==> config.mk <==
export PLATFORM = sky130hd
export DESIGN_NAME = i2c_cmd_engine
export DESIGN_NICKNAME = d
export VERILOG_FILES = /design/src/rtl/i2c_cmd_pkg.sv /design/src/rtl/i2c_qtr_div.sv /design/src/rtl/i2c_bus_seq.sv /design/src/rtl/i2c_cmd_engine.sv
export SDC_FILE = /design/constraint.sdc
export NUM_CORES = 1
export LEC_CHECK = 0
export BUFFER_PORTS_ARGS = -buffer_cell sky130_fd_sc_hd__buf_4
export CAP_MARGIN = 20
export CORE_AREA = 2 2 68 70
export CTS_CLUSTER_SIZE = 10
export DETAILED_ROUTE_END_ITERATION = 8
export DIE_AREA = 0 0 70 72
export PLACE_DENSITY_LB_ADDON = 0.15
export SYNTH_ARGS = -nofsm -noshare
export SYNTH_HDL_FRONTEND = slang
export SYNTH_SLANG_ARGS = --single-unit
export TNS_END_PERCENT = 5
==> constraint.sdc <==
create_clock -name clk_i -period 1.8 [get_ports clk_i]
set_input_delay 0.27 -clock clk_i [delete_from_list [all_inputs] [get_ports clk_i]]
set_output_delay 0.27 -clock clk_i [all_outputs]
set_load 0.01 [all_outputs]
==> src/rtl/i2c_cmd_pkg.sv <==
package i2c_cmd_pkg;
  typedef enum logic [2:0] {
    OP_IDLE    = 3'd0,
    OP_START   = 3'd1,
    OP_RESTART = 3'd2,
    OP_STOP    = 3'd3,
    OP_BYTE    = 3'd4
  } op_e;

  localparam logic [1:0] CMD_NONE  = 2'd0;
  localparam logic [1:0] CMD_BEGIN = 2'd1;
  localparam logic [1:0] CMD_STOP  = 2'd2;

  localparam int unsigned BYTE_BITS   = 8;
  localparam int unsigned QTR_PER_BIT = 4;
endpackage

==> src/rtl/i2c_qtr_div.sv <==
module i2c_qtr_div #(
  parameter int unsigned QTR_CYC = 125
) (
  input  logic clk_i,
  input  logic rst_ni,
  input  logic run_i,
  output logic tick_o
);
  localparam int unsigned CW = (QTR_CYC > 1) ? $clog2(QTR_CYC) : 1;
  localparam logic [CW-1:0] LAST = CW'(QTR_CYC - 1);

  logic [CW-1:0] cnt_q;

  always_ff @(posedge clk_i or negedge rst_ni) begin
    if (!rst_ni)            cnt_q <= '0;
    else if (!run_i)        cnt_q <= '0;
    else if (cnt_q == LAST) cnt_q <= '0;
    else                    cnt_q <= cnt_q + 1'b1;
  end

  assign tick_o = run_i && (cnt_q == LAST);


  tick_needs_run_chk: assert property (@(posedge clk_i) disable iff (!rst_ni)
    !run_i |=> (cnt_q == '0));
endmodule

==> src/rtl/i2c_bus_seq.sv <==
module i2c_bus_seq
  import i2c_cmd_pkg::*;
(
  input  logic       clk_i,
  input  logic       rst_ni,
  input  logic       go_i,
  input  op_e        op_i,
  input  logic [7:0] byte_i,
  input  logic       tick_i,
  input  logic       sda_i,
  output logic       scl_oe_o,
  output logic       sda_oe_o,
  output logic       done_o,
  output logic       nak_upd_o,
  output logic       nak_o
);
  localparam int unsigned BYTE_STEPS = (BYTE_BITS + 1) * QTR_PER_BIT;
  localparam int unsigned SW = $clog2(BYTE_STEPS);

  op_e          op_q;
  logic [SW-1:0] step_q;
  logic [7:0]   sh_q;
  logic [SW-1:0] last_step;
  logic [SW-3:0] bit_idx;
  logic [1:0]   phase;

  assign bit_idx = step_q[SW-1:2];
  assign phase   = step_q[1:0];

  always_comb begin
    unique case (op_q)
      OP_START:   last_step = SW'(1);
      OP_RESTART: last_step = SW'(3);
      OP_STOP:    last_step = SW'(2);
      OP_BYTE:    last_step = SW'(BYTE_STEPS - 1);
      default:    last_step = '0;
    endcase
  end

  always_ff @(posedge clk_i or negedge rst_ni) begin
    if (!rst_ni) begin
      op_q      <= OP_IDLE;
      step_q    <= '0;
      sh_q      <= '0;
      scl_oe_o  <= 1'b0;
      sda_oe_o  <= 1'b0;
      done_o    <= 1'b0;
      nak_upd_o <= 1'b0;
      nak_o     <= 1'b0;
    end else begin
      done_o    <= 1'b0;
      nak_upd_o <= 1'b0;
      if (op_q == OP_IDLE) begin
        if (go_i) begin
          op_q   <= op_i;
          step_q <= '0;
          sh_q   <= byte_i;
        end
      end else if (tick_i) begin
        unique case (op_q)
          OP_START: begin
            if (step_q == '0) sda_oe_o <= 1'b1;
            else              scl_oe_o <= 1'b1;
          end
          OP_RESTART: begin
            unique case (phase)
              2'd0: sda_oe_o <= 1'b0;
              2'd1: scl_oe_o <= 1'b0;
              2'd2: sda_oe_o <= 1'b1;
              default: scl_oe_o <= 1'b1;
            endcase
          end
          OP_STOP: begin
            unique case (phase)
              2'd0: sda_oe_o <= 1'b1;
              2'd1: scl_oe_o <= 1'b0;
              default: sda_oe_o <= 1'b0;
            endcase
          end
          default: begin
            unique case (phase)
              2'd0: sda_oe_o <= (bit_idx < (SW-2)'(BYTE_BITS)) ? ~sh_q[7] : 1'b0;
              2'd1: scl_oe_o <= 1'b0;
              2'd2: if (bit_idx == (SW-2)'(BYTE_BITS)) nak_o <= sda_i;
              default: begin
                scl_oe_o <= 1'b1;
                sh_q     <= {sh_q[6:0], 1'b0};
              end
            endcase
          end
        endcase
        if (step_q == last_step) begin
          op_q      <= OP_IDLE;
          done_o    <= 1'b1;
          nak_upd_o <= (op_q == OP_BYTE);
        end else begin
          step_q <= step_q + 1'b1;
        end
      end
    end
  end


  pads_on_tick_chk: assert property (@(posedge clk_i) disable iff (!rst_ni)
    !tick_i |=> ($stable(scl_oe_o) && $stable(sda_oe_o)));


  sda_hold_chk: assert property (@(posedge clk_i) disable iff (!rst_ni)
    (op_q == OP_BYTE && !scl_oe_o) |=> $stable(sda_oe_o));
endmodule

==> src/rtl/i2c_cmd_engine.sv <==
module i2c_cmd_engine
  import i2c_cmd_pkg::*;
#(
  parameter int unsigned QTR_CYC = 125
) (
  input  logic       clk_i,
  input  logic       rst_ni,
  input  logic       ctrl_we_i,
  input  logic [3:0] ctrl_wdata_i,
  output logic [3:0] ctrl_rdata_o,
  input  logic       data_we_i,
  input  logic [7:0] data_wdata_i,
  input  logic       done_clr_i,
  output logic       done_o,
  output logic       busy_o,
  input  logic       sda_i,
  output logic       scl_oe_o,
  output logic       sda_oe_o
);
  logic       en_q, ack_q, busy_q, done_q;
  logic [1:0] cmd_q;
  logic       ctrl_acc, ctrl_go, data_go, go;
  logic       tick, seq_done, nak_upd, nak;
  op_e        op_sel;

  assign ctrl_acc = ctrl_we_i && !busy_q;
  assign ctrl_go  = ctrl_acc && ctrl_wdata_i[0] &&
                    (ctrl_wdata_i[2:1] == CMD_BEGIN || ctrl_wdata_i[2:1] == CMD_STOP);
  assign data_go  = data_we_i && !ctrl_we_i && !busy_q && en_q;
  assign go       = ctrl_go || data_go;

  always_comb begin
    if (data_go)                          op_sel = OP_BYTE;
    else if (ctrl_wdata_i[2:1] == CMD_STOP) op_sel = OP_STOP;
    else if (ctrl_wdata_i[3])             op_sel = OP_RESTART;
    else                                  op_sel = OP_START;
  end

  always_ff @(posedge clk_i or negedge rst_ni) begin
    if (!rst_ni) begin
      en_q   <= 1'b0;
      cmd_q  <= CMD_NONE;
      ack_q  <= 1'b0;
      busy_q <= 1'b0;
      done_q <= 1'b0;
    end else begin
      if (ctrl_acc) begin
        en_q  <= ctrl_wdata_i[0];
        cmd_q <= ctrl_wdata_i[2:1];
        ack_q <= ctrl_wdata_i[3];
      end else if (nak_upd) begin
        ack_q <= nak;
      end
      if (go)            busy_q <= 1'b1;
      else if (seq_done) busy_q <= 1'b0;
      if (seq_done)        done_q <= 1'b1;
      else if (go)         done_q <= 1'b0;
      else if (done_clr_i) done_q <= 1'b0;
    end
  end

  i2c_qtr_div #(.QTR_CYC(QTR_CYC)) u_div (
    .clk_i  (clk_i),
    .rst_ni (rst_ni),
    .run_i  (busy_q),
    .tick_o (tick)
  );

  i2c_bus_seq u_seq (
    .clk_i     (clk_i),
    .rst_ni    (rst_ni),
    .go_i      (go),
    .op_i      (op_sel),
    .byte_i    (data_wdata_i),
    .tick_i    (tick),
    .sda_i     (sda_i),
    .scl_oe_o  (scl_oe_o),
    .sda_oe_o  (sda_oe_o),
    .done_o    (seq_done),
    .nak_upd_o (nak_upd),
    .nak_o     (nak)
  );

  assign ctrl_rdata_o = {ack_q, cmd_q, en_q};
  assign done_o       = done_q;
  assign busy_o       = busy_q;


  busy_ignore_chk: assert property (@(posedge clk_i) disable iff (!rst_ni)
    (busy_q && ctrl_we_i) |=> ($stable(cmd_q) && $stable(en_q)));


  busy_done_excl_chk: assert property (@(posedge clk_i) disable iff (!rst_ni)
    busy_q |-> !done_q);


  idle_pads_chk: assert property (@(posedge clk_i) disable iff (!rst_ni)
    !busy_q |=> ($stable(scl_oe_o) && $stable(sda_oe_o)));
endmodule

==> results.yml, run 1 <==
run_status:
  status: "finished, violations left"
  violations: "negative setup slack"
power_and_ir_drop:
  leakagePower_nw: 1.00
  power.total_mw: 1.47
  ir_drop_mv: 0.500
  p_per_area_mw_per_mm2: 650
worst_setup_path:
  ff2ff_setup_slack_ns: -0.004
  crit_path_start_kind: "flip-flop"
  critPathMaxFanout: 8
  path_class: "reg -> reg"
  crit_slowest_cell: "dfrtp_1"
  path_cells: "or3_4 -> a211o_1 -> a31o_1 -> a21boi_4 -> and3_1"
  cp.required_ns: 2.02
  crit_path_end_kind: "flip-flop"
  crit_end: "u_seq.nak_upd_o"
  ff2ff_path_depth: 5
  r2r_start: "u_seq.op_q[2]"
  cp_data_arrival_time_ns: 2.02
  cp_slowest_stage_delay_ns: 0.39
  setup.worst_path.start: "u_seq.op_q[2]"
  r2r_end: "u_seq.nak_upd_o"
placed_design:
  dp.cells: 273
  pre_cts_ws_ns: -0.00980
  gp_congestion: 0.855
  numPortBuffers: 25
  placedInstanceArea_sq_mm: 0.00216
  hpwl_microns: 2880
logic_synthesis:
  synth_compound_area_share_pct: 14.1
  ys_warn_count: 0
  synth_area_leaders: "dfrtp_1 (47%), ha_1 (5.3%), nand2_1 (4.8%), nor2_1 (4.2%), xor2_1 (3.7%)"
  synth_mux_area_share_pct: 4.06
  yosysTopAreaCell: "dfrtp_1"
  synth_top_area_share_pct: 46.6
  synthDistinctLibCells: 40
  yosys_most_used_dff: "dfrtp_1"
  synth_top_family_by_area: "simple AND/OR/NAND/NOR gates"
  synthXorXnorAreaFrac_pct: 4.66
  synth_area_sq_mm: 0.00188
  yosys.area_share.simple_pct: 19.9
  synth_seq_cells: 35
  syn_inst: 193
  syn-num-nets: 219
  avgSynthCellArea_sq_um: 9.74
  synth_edf_count: 0
  async_flop_share_pct: 100
  ys_seq_area_share_pct: 46.6
  synth-adder-area-share_pct: 5.32
sta:
  timing_hold_violations_final: 0
  fin_tns_setup_ns: -0.00371
  fin_skew_ns: 0.00276
  relSlewSlack_pct: 70.5
  hold_ws_ns: 0.209
  worst_slew_pin_slew_ns: 0.442
  drv_slew: 0
  finalWorstSetupSlack_ns: -0.00371
  clock.fmax_mhz: 554
  setup_viol: 1
  min_period_over_period_pct: 100
  rsz0062_at_grt: "true"
  period_minus_slack_ns: 1.80
cts:
  cts_tree: "done"
  clk_pin_slew_worst_paths_ns: 0.07
  clockBufferDepth: 2
  cts_setup_buffers: 0
  cts_buffers: 5
  htree_levels: 2
  clock_latency_ns: 0.28
  cts_root_buf: "clkbuf_8"
  cts_sinks: 35
drt:
  routed_wirelength_microns: 3920
  vias_per_cell: 5.29
  wl_per_cell_microns: 13.9
  detail-route-antenna-nets: 0
  route.vias.total: 1493
  drtIter0Drc: 78
  drtPass1Iterations: 4
  route.detailed.drc: 0
die:
  die_w_microns: 70
  die-area_sq_mm: 0.00504
  initial_utilization_pct: 44.1
  die_height_microns: 72
  ioPinCount: 26
  rows: 24
  core-area_sq_mm: 0.00426
cells_and_area:
  mostFrequentLayoutCell: "buf_4"
  drive_above_1_share_pct: 23.5
  design_area_sq_mm: 0.00226
  antenna_cells: 0
  syn_to_final_growth_pct: 20.3
  final_nets: 255
  mostFrequentLayoutCells: "buf_4 (36), dfrtp_1 (35), nand2_1 (24)"
  final_cells: 282
  fill_cells: 404
  finish.utilization_pct: 53.1
run:
  max-cap-violations: 0
worst_hold_path:
  hp-class: "in -> reg"
grt:
  grt_util_met1_pct: 21.0
  antenna_found_initial: 0
  gr-total-overflow: 0
  grt_max_degree: 36
  grt-busiest-layer: "met2"
  grtUsageMet3_pct: 3.19
  grt_pass1_vias: 1523
  grt_pass1_wl_microns: 6760
  grt_use_total_pct: 16.8
  grt_use_met2_pct: 28.4
## power by group
| part | switching, mW | internal, mW |
|---|---|---|
| clock | 0.280 | 0.270 |
| sequential | 0.0151 | 0.807 |
| combinational | 0.0457 | 0.0521 |
## registers in the layout (all words and copies together) (netlist names)
name / flops
u_seq.nak_o: 1
u_seq.scl_oe_o: 1
u_seq.sh_q: 8
busy_o: 1
u_div.cnt_q: 7
cmd_q: 2
en_q: 1
ack_q: 1
u_seq.sda_oe_o: 1
u_seq.op_q: 3
done_o: 1
u_seq.nak_upd_o: 1
u_seq.done_o: 1
u_seq.step_q: 6
## cell type report
| type | instances | area [sq um] | area share, % |
|---|---|---|---|
| Timing Repair Buffer | 37 | 280 | 12.4 |
| Sequential cell | 35 | 876 | 38.7 |
| Multi-Input combinational cell | 139 | 915 | 40.4 |
| Clock buffer | 6 | 72.6 | 3.21 |
| Tap cell | 52 | 65.1 | 2.88 |
| Inverter | 11 | 41.3 | 1.83 |
| Clock inverter | 2 | 12.5 | 0.553 |
## worst max-delay path: cells and delay by family, from the launching register on
| family | cells | cell delay (ns) |
|---|---|---|
| and+or+nand+nor | 2 | 0.60 |
| AOI/OAI and AO/OA | 3 | 0.75 |
| DFF | 1 | 0.39 |
## cell families after synthesis
family | count (synthesis)
adder cells (fa/ha/maj) | 8
XOR/XNOR | 10
AND/OR/NAND/NOR | 77
flip-flops | 35
multiplexers | 7
AO/OA/AOI/OAI | 37
buffers and inverters | 19
## synthesized netlist by cell type, types with 2 or more instances
library cell and count:
buf_6 2, nand4bb_1 2, o21ai_0 8, nor3_1 6, and2_1 3, inv_1 11
ha_1 8, buf_2 3, xnor2_1 2, nand4_1 6, nand2_1 24, nand2b_1 2
o2bb2ai_1 2, a31oi_1 10, a21oi_1 2, nor2b_1 2, and3_1 5, mux2i_1 2
buf_4 3, nand3_1 4, o22ai_1 2, mux2_2 5, dfrtp_1 35, nor2_1 21
xor2_1 8
## routing by layer
layer  vias to the layer above  wire [microns]
met5                         -               0
met4                         0              38
met3                         4             122
met2                        28            1910
met1                       720            1850
li1                        741               -
## how the worst min path moves through the flow
stage	depth (start not counted)	from	endpoint
final	3	ctrl_wdata_i[3]	ack_q
after global routing	2	sda_i	u_seq.nak_o
after CTS	3	ctrl_wdata_i[3]	ack_q
after detailed placement	1	rst_ni	u_div.cnt_q[2]
after global placement	1	rst_ni	u_div.cnt_q[4]
after floorplan	0	rst_ni	ack_q
## what timing repair did
item / CTS / global route
hold buffers: 1 / 0
resized for setup: 0 / 2
endpoints found under the hold margin: 35 / 0
endpoints found under the setup margin: 1 / 12
(Power assumes the default switching activity.)
==> run 2: changes to the inputs <==
--- a/config.mk
+++ b/config.mk
@@ -5,13 +5,14 @@
 export SDC_FILE = /design/constraint.sdc
 export NUM_CORES = 1
 export LEC_CHECK = 0
+export ABC_AREA = 1
 export BUFFER_PORTS_ARGS = -buffer_cell sky130_fd_sc_hd__buf_4
 export CAP_MARGIN = 20
-export CORE_AREA = 2 2 68 70
+export CORE_AREA = 2 2 72 74
 export CTS_CLUSTER_SIZE = 10
 export DETAILED_ROUTE_END_ITERATION = 8
-export DIE_AREA = 0 0 70 72
-export PLACE_DENSITY_LB_ADDON = 0.15
+export DIE_AREA = 0 0 74 76
+export PLACE_DENSITY_LB_ADDON = 0.12
 export SYNTH_ARGS = -nofsm -noshare
 export SYNTH_HDL_FRONTEND = slang
 export SYNTH_SLANG_ARGS = --single-unit
==> run 2 against run 1 <==
  * The run now ends clean
  * Clock skew up 0.0041 ns
  * Combinational power fell by 27%
  * Power grew 7.1%
  * Area after synthesis grew 14%
  * First-iteration DRC count rose by 5.1%
  * Final area up 13%
  * Clock power increased by 29%
  * Utilization shrank 0.91 points
  * Cell count grew 23%
  * Sequential cell count is the same
==> results.yml, run 2 <==
run_status:
  status: "complete, no violations"
sta:
  setup_viol: 0
  fin_skew_ns: 0.00688
  hold_ws_ns: 0.196
  finalWorstSetupSlack_ns: 0.143
  fin_tns_setup_ns: 0
  clock.fmax_mhz: 603
  relSlewSlack_pct: 70.1
  worst_slew_pin_slew_ns: 0.449
  timing_hold_violations_final: 0
  period_minus_slack_ns: 1.66
  drv_slew: 0
  min_period_over_period_pct: 92.1
cts:
  clock_latency_ns: 0.29
  clk_pin_slew_worst_paths_ns: 0.08
  cts_root_buf: "clkbuf_8"
  clockBufferDepth: 2
  cts_sinks: 35
  cts_buffers: 5
  cts_tree: "done"
  htree_levels: 2
logic_synthesis:
  synth_common_cells: "nand2_1 (55), dfrtp_1 (35), inv_1 (25)"
  async_flop_share_pct: 100
  avgSynthCellArea_sq_um: 8.77
  yosys_most_used_dff: "dfrtp_1"
  synth_area_leaders: "dfrtp_1 (41%), nand2_1 (9.6%), ha_1 (4.7%), inv_1 (4.4%), nand3_1 (3.5%)"
  ys_seq_area_share_pct: 40.9
  syn_inst: 244
  ys_warn_count: 0
  synth_seq_cells: 35
  synth.most_common_cell: "nand2_1"
  syn-num-nets: 270
  yosysTopAreaCell: "dfrtp_1"
  synth_edf_count: 0
  synth_top_area_share_pct: 40.9
  synthDistinctLibCells: 38
  synth_area_sq_mm: 0.00214
worst_setup_path:
  path_class: "reg -> reg"
  path_cells: "nor2_2 -> nand2_1 -> or2_4 -> nand2_4 -> nand2_4 -> nand2_8 -> nand2_4 -> nand2_1 -> o21ai_2"
  r2r_end: "u_seq.sh_q[3]"
  cp_slowest_stage_delay_ns: 0.47
  cpMostUsedCell: "nand2_4"
  ff2ff_path_depth: 9
  crit_end: "u_seq.sh_q[3]"
  cp_data_arrival_time_ns: 1.84
  crit_slowest_cell: "dfrtp_1"
  r2r_start: "busy_o"
  critPathMaxFanout: 15
  crit_path_end_kind: "flip-flop"
  ff2ff_setup_slack_ns: 0.14
  crit_path_start_kind: "flip-flop"
  setup.worst_path.start: "busy_o"
  cp.required_ns: 1.98
die:
  die_height_microns: 76
  die-area_sq_mm: 0.00562
  initial_utilization_pct: 43.6
  core-area_sq_mm: 0.00491
  rows: 26
  die_w_microns: 74
  ioPinCount: 26
drt:
  detail-route-antenna-nets: 0
  highest_layer: "met4"
  route.vias.total: 1647
  met1_length_microns: 1990
  drtIter0Drc: 82
  wl_per_cell_microns: 11.8
  drtPass1Iterations: 4
  vias_per_cell: 4.73
  met2_length_microns: 1890
  route.detailed.drc: 0
  routed_wirelength_microns: 4120
  met3_length_microns: 146
cells_and_area:
  finish.utilization_pct: 52.1
  final_nets: 303
  top_register: "u_seq.sh_q"
  design_area_sq_mm: 0.00256
  final_cells: 348
  fill_cells: 498
  mostFrequentLayoutCells: "nand2_1 (55), dfrtp_1 (32), buf_4 (30)"
  largest_reg_flops: 8
  antenna_cells: 0
  syn_to_final_growth_pct: 19.6
  drive_above_1_share_pct: 28.4
  mostFrequentLayoutCell: "nand2_1"
  largestRegisters: "u_seq.sh_q x8, u_div.cnt_q x7, u_seq.step_q x6"
grt:
  gr-total-overflow: 0
  antenna_found_initial: 0
  grt_pass1_wl_microns: 7290
  grt_max_degree: 36
  grt_pass1_vias: 1615
  grt_use_total_pct: 16.5
placed_design:
  gp_congestion: 0.878
  pre_cts_ws_ns: 0.134
  hpwl_microns: 3010
  numPortBuffers: 25
  dp.cells: 337
  placedInstanceArea_sq_mm: 0.00241
power_and_ir_drop:
  power.total_mw: 1.57
  p_per_area_mw_per_mm2: 615
  ir_drop_mv: 0.371
  leakagePower_nw: 1.33
worst_hold_path:
  hp-start: "sda_i"
  hp-class: "in -> reg"
run:
  max-cap-violations: 0
## run 2: cell types whose count changed in the layout (fill, tap and decap cells not counted), sizes merged, moves of 7 or more
cell,delta
nand4,+7
inv,+19
a31oi,-9
nand3,+13
o21ai,+7
nand2,+42
## run 2: cell families after synthesis
kind of cell    count (synthesis)  share of synthesized area, %
flops                          35                          40.9
buf+inv                        36                          7.60
mux                             7                          3.27
xor+xnor                        8                          3.27
simple gates                  122                          31.2
fa+ha+maj                       8                          4.68
compound gates                 28                          9.12
## run 2: what timing repair did
action	in CTS	in global routing
setup endpoints to repair	0	9
gates resized for setup	0	5
hold buffers	1	0
setup buffers	0	2
hold endpoints to repair	35	0
## run 2: report_power, final
part	leakage (nW)	switching, mW	total, mW	internal, mW
Clock	0.0581	0.298	0.710	0.412
Sequential	0.455	0.00259	0.793	0.790
Combinational	0.812	0.0340	0.0714	0.0374
## run 2: how the worst min path moves through the flow
| stage | endpoint | cells past startpoint |
|---|---|---|
| 2_1_floorplan | ack_q | 0 |
| 3_3_place_gp | u_div.cnt_q[4] | 1 |
| 3_5_place_dp | u_div.cnt_q[4] | 1 |
| 4_1_cts | u_seq.nak_o | 3 |
| 5_1_grt | u_seq.nak_o | 3 |
| 6_report | u_seq.nak_o | 3 |
## run 2: metal layers
layer	track usage, %	vias up
met5	0	-
met4	6.55	0
met3	3.97	9
met2	25.7	30
met1	21.8	745
li1	-	863
## run 2: critical path, delay by kind of cell, from the launching register on
family / cells / cell delay (ns)
AO/OA/AOI/OAI: 1 / 0.05
flip-flops: 1 / 0.47
AND/OR/NAND/NOR: 8 / 1.03
## run 2: area by class of cell
type,instances,area (sq um),area share [%]
Timing Repair Buffer,32,255,9.97
Sequential cell,35,880,34.3
Clock inverter,3,43.8,1.71
Multi-Input combinational cell,173,1110,43.5
Tap cell,70,87.6,3.42
Inverter,30,113,4.40
Clock buffer,5,68.8,2.69
==> run 3: changes to the inputs <==
--- a/config.mk
+++ b/config.mk
@@ -8,12 +8,13 @@
 export ABC_AREA = 1
 export BUFFER_PORTS_ARGS = -buffer_cell sky130_fd_sc_hd__buf_4
 export CAP_MARGIN = 20
-export CORE_AREA = 2 2 72 74
+export CORE_AREA = 2 2 71 73
 export CTS_CLUSTER_SIZE = 10
 export DETAILED_ROUTE_END_ITERATION = 8
-export DIE_AREA = 0 0 74 76
+export DIE_AREA = 0 0 73 75
 export PLACE_DENSITY_LB_ADDON = 0.12
 export SYNTH_ARGS = -nofsm -noshare
 export SYNTH_HDL_FRONTEND = slang
+export SYNTH_HIERARCHICAL = 1
 export SYNTH_SLANG_ARGS = --single-unit
 export TNS_END_PERCENT = 5
==> run 3 against run 2 <==
  * Power down 11%
  * Non-clock buffer count up 1
  * Clock power shrank 21%
  * Largest cell class unchanged
  * Highest routed layer unchanged
==> results.yml, run 3 <==
drt:
  wl_per_cell_microns: 11.2
  drtPass1Iterations: 4
  routed_wirelength_microns: 3920
  route.vias.total: 1679
  drtIter0Drc: 75
  vias_per_cell: 4.78
  route.detailed.drc: 0
  detail-route-antenna-nets: 0
die:
  die-area_sq_mm: 0.00548
  core-area_sq_mm: 0.00466
  die_w_microns: 73
  ioPinCount: 26
  die_height_microns: 75
  initial_utilization_pct: 44.2
  rows: 25
sta:
  hold_ws_ns: 0.224
  setup_viol: 0
  timing_hold_violations_final: 0
  min_period_over_period_pct: 91.7
  drv_slew: 0
  finalWorstSetupSlack_ns: 0.150
  clock.fmax_mhz: 606
  fin_skew_ns: 0.00570
  rsz0062_at_grt: "true"
  relSlewSlack_pct: 71.1
  worst_slew_pin_slew_ns: 0.433
  period_minus_slack_ns: 1.65
placed_design:
  hpwl_microns: 2930
  numPortBuffers: 25
  pre_cts_ws_ns: 0.0642
  dp.cells: 342
  gp_congestion: 0.847
grt:
  grt_use_met2_pct: 25.1
  grt_max_degree: 36
  grtUsageMet3_pct: 4.42
  grt-busiest-layer: "met2"
  grt_util_met1_pct: 22.1
  antenna_found_initial: 0
  grt_use_total_pct: 16.3
  gr-total-overflow: 0
  grt_pass1_wl_microns: 6890
  grt_pass1_vias: 1600
run_status:
  status: "complete, no violations"
worst_setup_path:
  cp.required_ns: 1.96
  critPathMaxFanout: 4
  crit_path_end_kind: "flip-flop"
  path_class: "reg -> reg"
  cp_data_arrival_time_ns: 1.81
  crit_path_start_kind: "flip-flop"
logic_synthesis:
  synth_area_sq_mm: 0.00206
  synth_top_area_share_pct: 42.6
  yosys_most_used_dff: "dfrtp_1"
  synth_area_leaders: "dfrtp_1 (43%), nand2_1 (11%), inv_1 (6.6%), nand3_1 (6.1%), ha_1 (4.9%)"
  yosysTopAreaCell: "dfrtp_1"
  syn_inst: 262
  synth_edf_count: 0
  synth_common_cells: "nand2_1 (58), inv_1 (36), dfrtp_1 (35)"
  avgSynthCellArea_sq_um: 7.86
  ys_warn_count: 6
  syn-num-nets: 288
  synth_seq_cells: 35
  ys_seq_area_share_pct: 42.6
  async_flop_share_pct: 100
  synthDistinctLibCells: 29
  synth.most_common_cell: "nand2_1"
run:
  max-cap-violations: 0
cells_and_area:
  drive_above_1_share_pct: 23.2
  seqCellArea_sq_um: 876
  antenna_cells: 0
  mostFrequentLayoutCells: "nand2_1 (58), inv_1 (35), dfrtp_1 (35)"
  fill_cells: 464
  multi_input_area_sq_mm: 0.00101
  largestRegisters: "u_seq/sh_q x8, u_div/cnt_q x7, u_seq/step_q x6"
  top_register: "u_seq/sh_q"
  largest_reg_flops: 8
  final_nets: 323
  mostFrequentLayoutCell: "nand2_1"
  final_cells: 351
  syn_to_final_growth_pct: 19.0
cts:
  clk_pin_slew_worst_paths_ns: 0.07
  htree_levels: 2
  cts_sinks: 35
  cts_buffers: 5
  cts_root_buf: "clkbuf_8"
  clock_latency_ns: 0.28
  clockBufferDepth: 2
  cts_tree: "done"
power_and_ir_drop:
  p_per_area_mw_per_mm2: 575
  p_sw_uw: 291
  ir_drop_mv: 0.454
  power.internal_mw: 1.12
  switching_share_pct: 20.7
  comb_power_share_pct: 4.1
  clkPwrFrac_pct: 40.0
  pwr-share-seq_pct: 55.9
  leakagePower_nw: 1.27
worst_hold_path:
  hp-class: "in -> reg"
[run 3: area by class of cell]
cell class              instances  share of cell area [%]
multi-input cells             181                    41.4
flip-flops and latches         35                    35.8
repair buffers                 33                    10.2
inverters                      41                    6.29
clock buffers                   6                    3.37
well taps                      54                    2.76
clock inverters                 1                   0.204
[run 3: routing by layer]
layer  part of all wire, %  vias up
met2                    44       22
li1                      -      902
met3                   3.0        4
met4                   1.0        0
met1                    52      751
met5                     0        -
[run 3: stage by stage]
step	total power, mW	utilization (%)	setup TNS [ns]	area [sq um]
5_1_grt	1.46	52.5	-0.0151	2450
6_report	1.41	52.5	0	2450
3_3_place_gp	0.861	49.9	0	2320
4_1_cts	1.43	51.9	0	2420
3_5_place_dp	0.861	49.9	0	2320
2_1_floorplan	0.813	-	0	2060
[run 3: final timing paths]
path                           startpoint             end  slack (ns)  cells after the start
max in group asynchronous          rst_ni   u_seq/op_q[1]        1.02                      2
min reg2reg                      cmd_q[1]        cmd_q[1]        0.49                      2
max reg2reg                u_div/cnt_q[1]  u_seq/sda_oe_o        0.15                     13
min in group asynchronous          rst_ni  u_div/cnt_q[5]        0.48                      2
max                        u_div/cnt_q[1]  u_seq/sda_oe_o        0.15                     13
min                                 sda_i     u_seq/nak_o        0.22                      2
[run 3: kinds of logic after synthesis]
kind of cell	after synthesis	share of synthesized area, %
AOI/OAI and AO/OA	30	8.69
and+or+nand+nor	136	31.6
xor gates and xnor gates	6	2.55
adders and majority gates	8	4.86
buffers and inverters	46	9.18
muxes	1	0.547
DFF	35	42.6
[run 3: power groups by stage]
stage	logic [mW]	clock network, mW	registers [mW]
2_1_floorplan	0.0101	0	0.803
3_3_place_gp	0.0584	0	0.803
3_5_place_dp	0.0585	0	0.803
4_1_cts	0.0606	0.584	0.788
5_1_grt	0.0664	0.610	0.788
6_report	0.0578	0.563	0.788
[run 3: repair_timing]
action | in CTS | in global routing
endpoints found under the setup margin | 0 | 20
setup buffers | 0 | 1
resized for setup | 0 | 6
hold buffers | 1 | 0
endpoints found under the hold margin | 35 | 0
[run 3: critical path, stage by stage (launching register included)]
cell     delay [ns]
dfrtp_1        0.41
inv_1          0.06
ha_1           0.13
nand2_1        0.05
inv_1          0.08
nand2_4        0.08
nor2_4         0.13
inv_1          0.06
nor2_2         0.11
inv_1          0.07
a21oi_1        0.11
nand3_1        0.10
nand2_1        0.07
o21ai_0        0.07
